--- config.mk ---
export PLATFORM = sky130hd
export DESIGN_NAME = dec_fwd_unit
export DESIGN_NICKNAME = d
export VERILOG_FILES = /design/src/rtl/fwd_pkg.sv /design/src/rtl/fwd_stage_cmp.sv /design/src/rtl/fwd_opnd_mux.sv /design/src/rtl/dec_fwd_unit.sv
export SDC_FILE = /design/constraint.sdc
export NUM_CORES = 1
export LEC_CHECK = 0
export CAP_MARGIN = 10
export CORE_AREA = 5 5 97 99
export DETAILED_ROUTE_END_ITERATION = 16
export DIE_AREA = 0 0 102 104
export GPL_TIMING_DRIVEN = 0
export PLACE_DENSITY = 0.81
export SYNTH_ARGS = -nofsm -noshare
export SYNTH_HDL_FRONTEND = slang
export SYNTH_SLANG_ARGS = --single-unit
--- constraint.sdc ---
create_clock -name vclk -period 4.2
set_input_delay 0.42 -clock vclk [all_inputs]
set_output_delay 0.42 -clock vclk [all_outputs]
set_load 0.03 [all_outputs]
--- src/rtl/fwd_pkg.sv ---
package fwd_pkg;

  localparam int unsigned NUM_FWD_STG = 3;
  localparam int unsigned SEL_W       = $clog2(NUM_FWD_STG + 1);

  typedef enum logic [SEL_W-1:0] {
    SEL_RF  = 2'd0,
    SEL_EX  = 2'd1,
    SEL_MEM = 2'd2,
    SEL_WB  = 2'd3
  } fwd_sel_e;

  // A stage produces the operand when it writes, targets the same
  // register, and that register is not the hard-wired zero.
  function automatic logic stage_hits(input logic [7:0] src,
                                      input logic [7:0] dst,
                                      input logic       we);
    return we && (src == dst) && (src != '0);
  endfunction

  // Youngest-first priority: bit 0 is execute, then memory, then write-back.
  function automatic fwd_sel_e pick_source(input logic [NUM_FWD_STG-1:0] hits);
    fwd_sel_e s;
    s = SEL_RF;
    for (int i = NUM_FWD_STG - 1; i >= 0; i--) begin
      if (hits[i]) s = fwd_sel_e'(i + 1);
    end
    return s;
  endfunction

endpackage

--- src/rtl/fwd_stage_cmp.sv ---
module fwd_stage_cmp #(
  parameter int unsigned REG_AW = 5
) (
  input  logic [REG_AW-1:0] src_idx,
  input  logic [REG_AW-1:0] dst_idx,
  input  logic              dst_we,
  output logic              hit
);
  import fwd_pkg::*;

  always_comb begin
    hit = stage_hits(8'(src_idx), 8'(dst_idx), dst_we);
  end

endmodule

--- src/rtl/fwd_opnd_mux.sv ---
module fwd_opnd_mux #(
  parameter int unsigned DATA_W = 32
) (
  input  logic [fwd_pkg::NUM_FWD_STG-1:0] hits,
  input  logic [DATA_W-1:0]               rf_data,
  input  logic [DATA_W-1:0]               stg_data [fwd_pkg::NUM_FWD_STG],
  output logic [fwd_pkg::SEL_W-1:0]       sel,
  output logic [DATA_W-1:0]               opnd
);
  import fwd_pkg::*;

  localparam int unsigned NCAND = NUM_FWD_STG + 1;

  logic [DATA_W-1:0] cand [NCAND];
  fwd_sel_e          pick;

  always_comb begin
    cand[0] = rf_data;
    for (int i = 0; i < NUM_FWD_STG; i++) cand[i+1] = stg_data[i];
  end

  always_comb begin
    pick = pick_source(hits);
    sel  = pick;
    opnd = cand[pick];
  end

endmodule

--- src/rtl/dec_fwd_unit.sv ---
module dec_fwd_unit #(
  parameter int unsigned DATA_W = 32,
  parameter int unsigned REG_AW = 5
) (
  input  logic [REG_AW-1:0]          src_a_idx,
  input  logic [REG_AW-1:0]          src_b_idx,
  input  logic [DATA_W-1:0]          rf_a_data,
  input  logic [DATA_W-1:0]          rf_b_data,
  input  logic [REG_AW-1:0]          ex_dst,
  input  logic                       ex_we,
  input  logic [DATA_W-1:0]          ex_result,
  input  logic [REG_AW-1:0]          mem_dst,
  input  logic                       mem_we,
  input  logic [DATA_W-1:0]          mem_result,
  input  logic [REG_AW-1:0]          wb_dst,
  input  logic                       wb_we,
  input  logic [DATA_W-1:0]          wb_data,
  output logic [fwd_pkg::SEL_W-1:0]  sel_a,
  output logic [fwd_pkg::SEL_W-1:0]  sel_b,
  output logic [DATA_W-1:0]          opnd_a,
  output logic [DATA_W-1:0]          opnd_b
);
  import fwd_pkg::*;

  localparam int unsigned NOPND = 2;

  logic [REG_AW-1:0] src_idx [NOPND];
  logic [DATA_W-1:0] rf_data [NOPND];
  logic [REG_AW-1:0] stg_dst [NUM_FWD_STG];
  logic              stg_we  [NUM_FWD_STG];
  logic [DATA_W-1:0] stg_val [NUM_FWD_STG];
  logic [NUM_FWD_STG-1:0] hit [NOPND];
  logic [SEL_W-1:0]  sel_o  [NOPND];
  logic [DATA_W-1:0] opnd_o [NOPND];

  // Named match events, visible to the checker.
  logic [NUM_FWD_STG-1:0] a_hit;
  logic [NUM_FWD_STG-1:0] b_hit;

  always_comb begin
    src_idx[0] = src_a_idx;
    src_idx[1] = src_b_idx;
    rf_data[0] = rf_a_data;
    rf_data[1] = rf_b_data;
    stg_dst[0] = ex_dst;
    stg_dst[1] = mem_dst;
    stg_dst[2] = wb_dst;
    stg_we[0]  = ex_we;
    stg_we[1]  = mem_we;
    stg_we[2]  = wb_we;
    stg_val[0] = ex_result;
    stg_val[1] = mem_result;
    stg_val[2] = wb_data;
  end

  for (genvar op = 0; op < NOPND; op++) begin : g_opnd
    for (genvar st = 0; st < NUM_FWD_STG; st++) begin : g_stg
      fwd_stage_cmp #(.REG_AW(REG_AW)) cmp_i (
        .src_idx (src_idx[op]),
        .dst_idx (stg_dst[st]),
        .dst_we  (stg_we[st]),
        .hit     (hit[op][st])
      );
    end
    fwd_opnd_mux #(.DATA_W(DATA_W)) mux_i (
      .hits     (hit[op]),
      .rf_data  (rf_data[op]),
      .stg_data (stg_val),
      .sel      (sel_o[op]),
      .opnd     (opnd_o[op])
    );
  end

  always_comb begin
    a_hit  = hit[0];
    b_hit  = hit[1];
    sel_a  = sel_o[0];
    sel_b  = sel_o[1];
    opnd_a = opnd_o[0];
    opnd_b = opnd_o[1];
  end

endmodule

==> results.md <==
* Initial DRT Pass Iterations at 7
* CP startpoint kind: input pin
* FF+latch area at 0 µm²
* Largest net degree at the start of global routing at 11
* Syn Std Cell Area at approximately 2300 µm²
* Overall routing resource usage at a little over a quarter
* Final setup fails at 0
* Register area share after synthesis at 0%
* Slew HR at 39.8%
* Sequential cells at 0
* Synth Warn # at 0
* Largest family of logic cells by synthesized area: compound AO/OA/AOI/OAI gates
* Die Wd at 102 µm
* Slew Viols, Final at 0
* XOR/XNOR Fraction of Synth Area at ~11%
* # Max-Cap Violations at 0
* P_sw at roughly 280 µW
* Min cycle time layout at just under 4 ns
* Placement row count at 34
* RSZ-0062 raised after global routing: false
* Setup CP Type: in2out
* Max FO, Critical Path at 10
* Final worst setup slack at around 0.27 ns
* GRT overflow at 0
* Leak at between 1.5 and 2 nW
* Critical Path Max Stage Delay at 0.74 ns
* PortBufs at 254
* Vias at approximately 4400
* Post-synthesis adder-cell area fraction at 0%
* Max Fclk at approximately 250 MHz
* Measured slew at the worst slew-check pin at 0.896 ns
* Post-DP HPWL at approximately 12000 µm
* CP cell instances: clkdlybuf4s50_1, or4_4, nor2_1, or3_4, clkbuf_1, o21ai_0, o21ai_1, clkdlybuf4s50_1
* First-pass GRT wire length at 23400 µm
* Worst slack, placed at ~0.22 ns
* Ports at ~260
* Mux contribution to synthesized area at 0%
* Hold endpoint: opnd_a[5]
* Initial detailed-routing violation count at 302
* Post-route cell area at 5020 µm²
* Avg WL per Cell at 20.7 µm
* Final-layout clock buffer total at 0
* Worst path slowest cell: clkdlybuf4s50_1
* Die Area at 10600 µm²
* Ant. Diodes at 0
* PwrDens at roughly 120 nW/µm²
* Number of global-route vias before repair at between 4000 and 5000
* Clock share of power at 0%
* Syn_nets at 582
* Combinational share of power at 100.0%
* CP most frequent cell: clkdlybuf4s50_1
* Simple-Gate Fraction of Synth Area at roughly a quarter
* CP Data Required Time at 3.78 ns
* Final period utilization at between 90% and 100%
* Outcome: complete, no violations
* Core Footprint at between 8000 and 9000 µm²
* Final Hold Vio Count at 0
* Starting Density at around 28%
* Syn Area/Cell at 5.94 µm²
* Worst setup EP type: primary output
* Internal at about 330 µW
* Multi-input gate area at between 2000 and 2500 µm²
* Fin util at about 59%
* Seq pwr share at 0%
* Initial antenna violation count at 0
* Synth Area in Compound Gates at a little over half
* Arrival time worst endpoint at 3.51 ns
* TNS Setup at 0 ns
* Die height at 104 µm
* Share of cells above drive strength 1 at ~4.8%
* Placed Area at ~5000 µm²
* Post-CTS Setup Bufs at 0
* Peak supply drop at between 0.00007 and 0.00008 V
* Area grow syn2layout at 115%
* Hold_sp: ex_result[5]
* WL final at approximately 16000 µm
* Nets at between 800 and 900
* DR vias/cell at roughly 5.8
* Gpl congestion at ~1.0
* Type of the most critical hold path: in2out
* FILL cells at about 800
* Synth unique cells at 22
* Overall Power at between 600 and 700 µW
* Sw Ratio at 46.4%
* Hold path cells at 4
* DRC violations left at 0
* Final ANT Viol Nets at 0
* Syn Inst Count at about 390
-- cells by family (layout without fill, tap and decap cells) --
| kind of cell | after synthesis | in the layout |
|---|---|---|
| AND/OR/NAND/NOR | 122 | 122 |
| AO/OA/AOI/OAI | 198 | 198 |
| XOR/XNOR | 30 | 30 |
| buffers and inverters | 44 | 298 |
-- worst max path at each step --
stage,from,endpoint,slack (ns),depth (start not counted)
after floorplan,src_b_idx[3],sel_b[0],1.62,7
final,src_b_idx[4],opnd_b[29],0.27,8
after detailed placement,src_b_idx[0],opnd_b[29],0.22,8
after global placement,src_b_idx[2],opnd_b[29],0.23,8
after global routing,src_b_idx[0],opnd_b[29],0.11,8
after CTS,src_b_idx[0],opnd_b[29],0.20,8
-- area by class of cell --
| class | instances | share of cell area (%) |
|---|---|---|
| buffer | 43 | 4.61 |
| multi-input combinational | 350 | 42.0 |
| timing repair buffer | 254 | 50.6 |
| inverter | 1 | 0.0747 |
| tap | 108 | 2.69 |
-- metal layers --
| metal | up-vias | global-route usage (%) | part of all wire (%) |
|---|---|---|---|
| met5 | - | 0 | 0 |
| met3 | 48 | 5.10 | 11 |
| met2 | 317 | 46.5 | 49 |
| met1 | 2017 | 32.6 | 36 |
| met4 | 0 | 9.09 | 3.6 |
| li1 | 2005 | - | - |
-- metrics by stage --
step	std cells	hold WS (ns)
6_report	756	1.96
5_1_grt	756	1.98
4_1_cts	756	1.96
3_5_place_dp	756	1.95
3_3_place_gp	756	1.95
2_1_floorplan	394	1.08
-- repair_timing --
action                                  in CTS  in global routing
hold buffers                                 0                  0
endpoints found under the setup margin       0                  6
gates resized for setup                      0                  1
-- power by group through the flow --
stage	Clock [mW]	Sequential [mW]	Combinational (mW)
after floorplan	0	0	0.263
after global placement	0	0	0.597
after detailed placement	0	0	0.603
after CTS	0	0	0.606
after global routing	0	0	0.639
final	0	0	0.608
-- synth_stat cells, drive strengths merged (2+ instances only) --
master	number	area (µm²)
o211ai	2	25.0
or4	2	22.5
nand2	68	255
and2	32	200
buf	22	150
nand3	2	10.0
nand4	4	25.0
nor3	4	20.0
a221oi	64	561
o21ai	130	651
nor2	4	22.5
clkbuf	21	81.3
or3	6	42.5
a21oi	2	10.0
xnor2	30	263
-- cell usage in the layout, fill, tap and decap left out, drive strengths merged, types with 6 or more instances in the layout --
cell type,synthesis,layout
clkdlybuf4s50,0,254
xnor2,30,30
or3,6,6
o21ai,130,130
clkbuf,21,21
a221oi,64,64
nand2,68,68
and2,32,32
buf,22,22
-- worst max-delay path, delay by kind of cell --
family | cells | cell delay, ns
buf+inv | 3 | 1.68
simple gates | 3 | 1.12
compound gates | 2 | 0.28
Note: power is estimated with default switching activity, not from simulation.
